**src/rtl/mdio_mgmt_pkg.sv**
```systemverilog
package mdio_mgmt_pkg;
  localparam int FRAME_BITS = 64;
  localparam int TA_BIT     = 46;   // first turnaround position in the frame
  localparam int DATA_BIT   = 48;   // first data position in the frame

  localparam logic [3:0] OFF_CMD   = 4'h0;
  localparam logic [3:0] OFF_WVAL  = 4'h4;
  localparam logic [3:0] OFF_RVAL  = 4'h8;
  localparam logic [3:0] OFF_CTRL  = 4'hC;

  typedef struct packed {
    logic       rd;
    logic [4:0] phy;
    logic [4:0] regn;
  } mdio_cmd_t;

  function automatic logic [FRAME_BITS-1:0] make_frame(mdio_cmd_t c, logic [15:0] d);
    return {32'hFFFF_FFFF, 2'b01, (c.rd ? 2'b10 : 2'b01), c.phy, c.regn, 2'b10, d};
  endfunction
endpackage

```
**src/rtl/mdio_mgmt_regs.sv**
```systemverilog
module mdio_mgmt_regs
  import mdio_mgmt_pkg::*;
(
  input  logic        clk,
  input  logic        rst_n,
  input  logic        bus_we,
  input  logic [3:0]  bus_addr,
  input  logic [31:0] bus_wdata,
  output logic [31:0] bus_rdata,
  input  logic        done_i,
  input  logic [15:0] cap_i,
  output logic        start_o,
  output mdio_cmd_t   cmd_o,
  output logic [15:0] wval_o,
  output logic [15:0] rval_o,
  output logic        busy_o
);
  mdio_cmd_t   cmd_q, cmd_d;
  logic [15:0] wval_q, wval_d;
  logic [15:0] rval_q, rval_d;
  logic        en_q, en_d;
  logic        busy_q, busy_d;
  logic        wr_cmd, wr_wval, wr_ctrl, start;
  logic        unused_wbits;

  assign unused_wbits = ^bus_wdata[31:16];

  assign wr_cmd  = bus_we && (bus_addr == OFF_CMD)  && !busy_q;
  assign wr_wval = bus_we && (bus_addr == OFF_WVAL) && !busy_q;
  assign wr_ctrl = bus_we && (bus_addr == OFF_CTRL);
  assign start   = wr_ctrl && bus_wdata[0] && bus_wdata[3] && !busy_q;

  always_comb begin
    cmd_d  = cmd_q;
    wval_d = wval_q;
    rval_d = rval_q;
    en_d   = en_q;
    busy_d = busy_q;
    if (wr_cmd)  cmd_d  = mdio_cmd_t'(bus_wdata[10:0]);
    if (wr_wval) wval_d = bus_wdata[15:0];
    if (wr_ctrl) en_d   = bus_wdata[3];
    if (start)        busy_d = 1'b1;
    else if (done_i)  busy_d = 1'b0;
    if (done_i && cmd_q.rd) rval_d = cap_i;
  end

  always_ff @(posedge clk or negedge rst_n) begin
    if (!rst_n) begin
      cmd_q  <= '0;
      wval_q <= '0;
      rval_q <= '0;
      en_q   <= 1'b0;
      busy_q <= 1'b0;
    end else begin
      cmd_q  <= cmd_d;
      wval_q <= wval_d;
      rval_q <= rval_d;
      en_q   <= en_d;
      busy_q <= busy_d;
    end
  end

  always_comb begin
    unique case (bus_addr)
      OFF_CMD:  bus_rdata = {21'd0, cmd_q};
      OFF_WVAL: bus_rdata = {16'd0, wval_q};
      OFF_RVAL: bus_rdata = {16'd0, rval_q};
      OFF_CTRL: bus_rdata = {28'd0, en_q, 2'b00, busy_q};
      default:  bus_rdata = 32'd0;
    endcase
  end

  assign start_o = start;
  assign cmd_o   = cmd_q;
  assign wval_o  = wval_q;
  assign rval_o  = rval_q;
  assign busy_o  = busy_q;
endmodule

```
**src/rtl/mdio_mgmt_clkgen.sv**
```systemverilog
module mdio_mgmt_clkgen #(
  parameter int HALF_DIV = 50
) (
  input  logic clk,
  input  logic rst_n,
  input  logic run_i,
  output logic mdc_o,
  output logic rise_o,
  output logic fall_o
);
  localparam int CW = (HALF_DIV > 1) ? $clog2(HALF_DIV) : 1;
  localparam logic [CW-1:0] LAST = CW'(HALF_DIV - 1);

  logic [CW-1:0] cnt_q, cnt_d;
  logic          mdc_q, mdc_d;
  logic          term;

  assign term = run_i && (cnt_q == LAST);

  always_comb begin
    cnt_d = cnt_q;
    mdc_d = mdc_q;
    if (!run_i) begin
      cnt_d = '0;
      mdc_d = 1'b0;
    end else if (term) begin
      cnt_d = '0;
      mdc_d = ~mdc_q;
    end else begin
      cnt_d = cnt_q + 1'b1;
    end
  end

  always_ff @(posedge clk or negedge rst_n) begin
    if (!rst_n) begin
      cnt_q <= '0;
      mdc_q <= 1'b0;
    end else begin
      cnt_q <= cnt_d;
      mdc_q <= mdc_d;
    end
  end

  assign mdc_o  = mdc_q;
  assign rise_o = term && !mdc_q;
  assign fall_o = term && mdc_q;
endmodule

```
**src/rtl/mdio_mgmt_engine.sv**
```systemverilog
module mdio_mgmt_engine
  import mdio_mgmt_pkg::*;
(
  input  logic        clk,
  input  logic        rst_n,
  input  logic        start_i,
  input  mdio_cmd_t   cmd_i,
  input  logic [15:0] wval_i,
  input  logic        rise_i,
  input  logic        fall_i,
  input  logic        mdio_i,
  output logic        active_o,
  output logic        done_o,
  output logic [15:0] cap_o,
  output logic        mdio_o,
  output logic        mdio_oe
);
  localparam int BW = $clog2(FRAME_BITS);
  localparam logic [BW-1:0] LAST_BIT = BW'(FRAME_BITS - 1);

  logic                  active_q, active_d;
  logic                  rd_q, rd_d;
  logic [BW-1:0]         bit_q, bit_d;
  logic [FRAME_BITS-1:0] shf_q, shf_d;
  logic [15:0]           cap_q, cap_d;
  logic                  last;

  assign last   = (bit_q == LAST_BIT);
  assign done_o = active_q && fall_i && last;

  always_comb begin
    active_d = active_q;
    rd_d     = rd_q;
    bit_d    = bit_q;
    shf_d    = shf_q;
    cap_d    = cap_q;
    if (start_i) begin
      active_d = 1'b1;
      rd_d     = cmd_i.rd;
      bit_d    = '0;
      shf_d    = make_frame(cmd_i, wval_i);
      cap_d    = '0;
    end else if (active_q) begin
      if (rise_i && rd_q && (bit_q >= BW'(DATA_BIT)))
        cap_d = {cap_q[14:0], mdio_i};
      if (fall_i) begin
        if (last) begin
          active_d = 1'b0;
        end else begin
          bit_d = bit_q + 1'b1;
          shf_d = {shf_q[FRAME_BITS-2:0], 1'b0};
        end
      end
    end
  end

  always_ff @(posedge clk or negedge rst_n) begin
    if (!rst_n) begin
      active_q <= 1'b0;
      rd_q     <= 1'b0;
      bit_q    <= '0;
      shf_q    <= '0;
      cap_q    <= '0;
    end else begin
      active_q <= active_d;
      rd_q     <= rd_d;
      bit_q    <= bit_d;
      shf_q    <= shf_d;
      cap_q    <= cap_d;
    end
  end

  assign active_o = active_q;
  assign cap_o    = cap_q;
  assign mdio_o   = shf_q[FRAME_BITS-1];
  assign mdio_oe  = active_q && (!rd_q || (bit_q < BW'(TA_BIT)));
endmodule

```
**src/rtl/mdio_mgmt_master.sv**
```systemverilog
module mdio_mgmt_master
  import mdio_mgmt_pkg::*;
#(
  parameter int MDC_HALF_DIV = 50
) (
  input  logic        clk,
  input  logic        rst_n,
  input  logic        bus_we,
  input  logic [3:0]  bus_addr,
  input  logic [31:0] bus_wdata,
  output logic [31:0] bus_rdata,
  output logic        mdc,
  input  logic        mdio_i,
  output logic        mdio_o,
  output logic        mdio_oe
);
  logic [1:0]  rst_pipe;
  logic        rst_sync_n;
  logic        start, done, busy, active, rise, fall;
  mdio_cmd_t   cmd;
  logic [15:0] wreg, rreg, cap;

  always_ff @(posedge clk or negedge rst_n) begin
    if (!rst_n) rst_pipe <= 2'b00;
    else        rst_pipe <= {rst_pipe[0], 1'b1};
  end
  assign rst_sync_n = rst_pipe[1];

  mdio_mgmt_regs u_regs (
    .clk(clk), .rst_n(rst_sync_n),
    .bus_we(bus_we), .bus_addr(bus_addr), .bus_wdata(bus_wdata), .bus_rdata(bus_rdata),
    .done_i(done), .cap_i(cap),
    .start_o(start), .cmd_o(cmd), .wval_o(wreg), .rval_o(rreg), .busy_o(busy)
  );

  mdio_mgmt_clkgen #(.HALF_DIV(MDC_HALF_DIV)) u_clk (
    .clk(clk), .rst_n(rst_sync_n), .run_i(active),
    .mdc_o(mdc), .rise_o(rise), .fall_o(fall)
  );

  mdio_mgmt_engine u_eng (
    .clk(clk), .rst_n(rst_sync_n),
    .start_i(start), .cmd_i(cmd), .wval_i(wreg),
    .rise_i(rise), .fall_i(fall), .mdio_i(mdio_i),
    .active_o(active), .done_o(done), .cap_o(cap),
    .mdio_o(mdio_o), .mdio_oe(mdio_oe)
  );
endmodule

```
**config.mk**
```make
export PLATFORM = sky130hd
export DESIGN_NAME = mdio_mgmt_master
export DESIGN_NICKNAME = d
export VERILOG_FILES = /design/src/rtl/mdio_mgmt_pkg.sv /design/src/rtl/mdio_mgmt_regs.sv /design/src/rtl/mdio_mgmt_clkgen.sv /design/src/rtl/mdio_mgmt_engine.sv /design/src/rtl/mdio_mgmt_master.sv
export SDC_FILE = /design/constraint.sdc
export NUM_CORES = 1
export LEC_CHECK = 0
export ABC_CLOCK_PERIOD_IN_PS = 4800
export BUFFER_PORTS_ARGS = -buffer_cell sky130_fd_sc_hd__buf_2
export CAP_MARGIN = 20
export CORE_ASPECT_RATIO = 1.5
export CORE_MARGIN = 5
export CORE_UTILIZATION = 58
export CTS_CLUSTER_DIAMETER = 40
export DETAILED_ROUTE_END_ITERATION = 10
export PLACE_DENSITY = 0.82
export SYNTH_ARGS = -nofsm -noshare
export SYNTH_HDL_FRONTEND = slang
export SYNTH_SLANG_ARGS = --single-unit
```
**constraint.sdc**
```tcl
create_clock -name clk -period 4.8 [get_ports clk]
set_input_delay 0.48 -clock clk [delete_from_list [all_inputs] [get_ports clk]]
set_output_delay 0.48 -clock clk [all_outputs]
set_load 0.05 [all_outputs]
```
==> summary.txt <==
Startpoint Class: flip-flop
diode count: 0
min cycle time layout: 2910 ps
post-synthesis cell type count: 50
Routability Congestion: 0.773
Clock power frac: 0.513
P&R area growth vs syn: 13.1%
Starting DRT DRC Count: 344
CTS buffer count: 17
All-Layer GR Usage: 0.232
I/O Buffers: 42
cts repair resizes: 0
crit-path max FO: 70
register area share after synthesis: 0.554
hold depth: 2
worst hold path class: in2reg
Pre-Repair DR Iteration Count: 5
Worst-path clk slew: 60 ps
Routed Antenna Nets: 0
Hold Vio Cnt, Final: 0
Worst-Skew Late Latency: 420 ps
FMAX: 343 MHz
Max-Slew Margin vs Limit: 0.284
Sum Neg Setup Slack: 0 ps
Die X-Extent: 95.8 um
Inst Count DP: 784
Leak: 3.08 nW
DR WL/cell: 18.0 um
#FFs+latches synth: 142
initial core utilization: 0.586
Reg2Reg Setup Slack: 1890 ps
routed via count: 5031
RSZ-0062 raised after global routing: false
layout cells sized above 1: 0.179
first-pass GRT wire length: 24.3 mm
Final Setup Violations: 0
CTS tree: done
Synth Instances: 637
I/O Pins: 75
TritonCTS Sinks: 142
capturing point of the worst reg2reg path: u_regs.rval_o[5]
Required @ worst endpoint: 5100 ps
max-cap violation count: 0
die height: 139 um
DRC Markers: 0
Die ar.: 13300 um^2
Max VDD drop: 195 uV
Synth Flop Type: dfrtp_1
filler cell count: 801
RR Startpoint: u_eng.bit_q[0]
Setup Skew: 6.37 ps
Synth async-reset ratio: 1.00
CTS root buf: clkbuf_16
Cell Int Power: 2.09 mW
Nets: 700
Final WS setup: 1890 ps
EDFF count, synth: 0
CP Capture Type: flip-flop
Non-Filler Instances: 817
power share of the combinational group: 0.033
yosys warns: 0
post-placement setup slack: 1930 ps
Max Slew Vio Count: 0
Switch Pwr: 0.590 mW
Final HPWL DP: 9.10 mm
Hold EP: u_regs.wval_o[11]
H-Tree Depth: 4
worst path arrival time: 3210 ps
CORE AREA: 10900 um^2
Row Count: 47
Synth Cell Area: 6410 um^2
hold path start: bus_wdata[11]
Synth Area per Inst: 10.1 um^2
Vias/cell: 6.16
antenna violations before repair: 0
Remaining Overflow, GRT: 0
Reg power frac: 0.454
PD cells: 369 nW/um^2
largest net degree at the start of global routing: 71
period utilization: 0.607
total wire length: 14.7 mm
status: completed
reg2reg path depth: 4
Tightest Pin Transition: 1070 ps
critical path class: reg2reg
number of global-route vias before repair: 5017
Switching Share: 0.220
Clock Path Buffers: 2
==> registers in the layout (all words and copies together) (netlist names), 2 cells and up <==
signal and flops:
u_regs.rval_o 16, u_eng.shf_q 64, u_regs.wval_o 16, u_eng.bit_q 6
u_eng.cap_o 16, rst_pipe 2, u_regs.cmd_o 11, u_clk.cnt_q 6
==> final cells by class <==
cell class / count / area [um^2] / share of cell area
flip-flops and latches: 142 / 3560 / 0.491
multi-input cells: 441 / 2580 / 0.357
clock buffers: 17 / 425 / 0.0587
repair buffers: 53 / 295 / 0.0407
clock inverters: 15 / 196 / 0.0271
well taps: 147 / 184 / 0.0254
inverters: 2 / 7.51 / 0.00104
==> power by group through the flow <==
stage | clock (mW) | combinational [mW] | sequential, mW
after floorplan | 0 | 0.0599 | 1.25
after global placement | 0 | 0.0845 | 1.24
after detailed placement | 0 | 0.0873 | 1.24
after CTS | 1.39 | 0.0886 | 1.22
after global routing | 1.44 | 0.0961 | 1.22
final | 1.37 | 0.0882 | 1.22
==> cell usage in the layout (no fill, tap or decap), drive strengths merged, types with 2 or more instances in the layout <==
cell      count
a21oi        21
a222oi        2
a22o          5
a22oi         9
a31oi        26
and3          2
buf          52
bufinv        4
clkbuf       17
clkinv        7
clkinvlp      4
conb         17
dfrtp       142
ha            3
inv           2
mux2         44
nand2        70
nand3       103
nand4         3
nor2         36
nor2b         2
nor4          3
nor4b         2
o21ai        68
or3           2
or4           3
xnor2         2
xor2          2
==> critical path, stage by stage, from the launching register on <==
cell	delay (ps)
dfrtp_1	400
ha_1	270
and3_2	940
nand3_2	640
mux2_1	500
==> kinds of logic (layout without fill, tap and decap cells) <==
logic type / Yosys count / after routing / share of synthesized area
fa+ha+maj: 3 / 3 / 0.00586
compound gates: 139 / 139 / 0.126
mux: 45 / 45 / 0.0789
simple gates: 233 / 233 / 0.174
other cells: 2 / 17 / 0.00117
flops: 142 / 142 / 0.554
buf+inv: 69 / 87 / 0.0545
xor+xnor: 4 / 4 / 0.00547
==> per-layer routing <==
layer | vias up | wire, um | track usage
met5 | - | 0 | 0
li1 | 2273 | - | -
met1 | 2550 | 5690 | 0.285
met4 | 0 | 376 | 0.0997
met2 | 169 | 7890 | 0.385
met3 | 39 | 713 | 0.0537
==> worst max-delay path by stage <==
| stage | from | end | slack, ps | cells after the start |
|---|---|---|---|---|
| finish | u_eng.bit_q[0] | u_regs.rval_o[5] | 1890 | 4 |
| global route | u_eng.bit_q[0] | u_regs.rval_o[5] | 1660 | 4 |
| CTS | u_eng.bit_q[0] | u_regs.rval_o[10] | 1910 | 4 |
| detailed placement | u_eng.bit_q[2] | u_regs.rval_o[10] | 1930 | 4 |
| global placement | u_eng.bit_q[1] | u_regs.rval_o[12] | 1970 | 4 |
| floorplan | rst_pipe[1] | u_clk.cnt_q[0] | 550 | 0 |
==> what timing repair did <==
item / in CTS / in global routing
setup endpoints to repair: 0 / 0
hold endpoints to repair: 2 / 0
buffers inserted: 0 / 0
hold buffers: 1 / 0
==> stage by stage <==
stage / instance area [um^2] / hold slack (ps) / util / power, mW
detailed placement: 6620 / 272 / 0.605 / 1.32
CTS: 7250 / 262 / 0.663 / 2.69
global route: 7250 / 274 / 0.663 / 2.76
floorplan: 6470 / 184 / - / 1.31
global placement: 6620 / 265 / 0.605 / 1.32
finish: 7250 / 269 / 0.663 / 2.68
==> synth_stat cells, types with 3 or more instances <==
master | instances | area, um^2
dfrtp_1 | 142 | 3550
buf_6 | 3 | 33.8
o21ai_1 | 17 | 85.1
buf_2 | 6 | 30.0
nand2_1 | 70 | 263
a22oi_1 | 9 | 67.6
a21oi_1 | 21 | 105
mux2_2 | 24 | 270
nor2_1 | 35 | 131
a22o_1 | 5 | 43.8
mux2_1 | 20 | 225
nand3_1 | 102 | 510
or4_1 | 3 | 22.5
nand4_1 | 3 | 18.8
clkbuf_1 | 39 | 146
o21ai_0 | 51 | 255
buf_1 | 3 | 11.3
buf_4 | 16 | 120
ha_1 | 3 | 37.5
a31oi_1 | 26 | 163
Note: power is estimated with default switching activity, not from simulation.
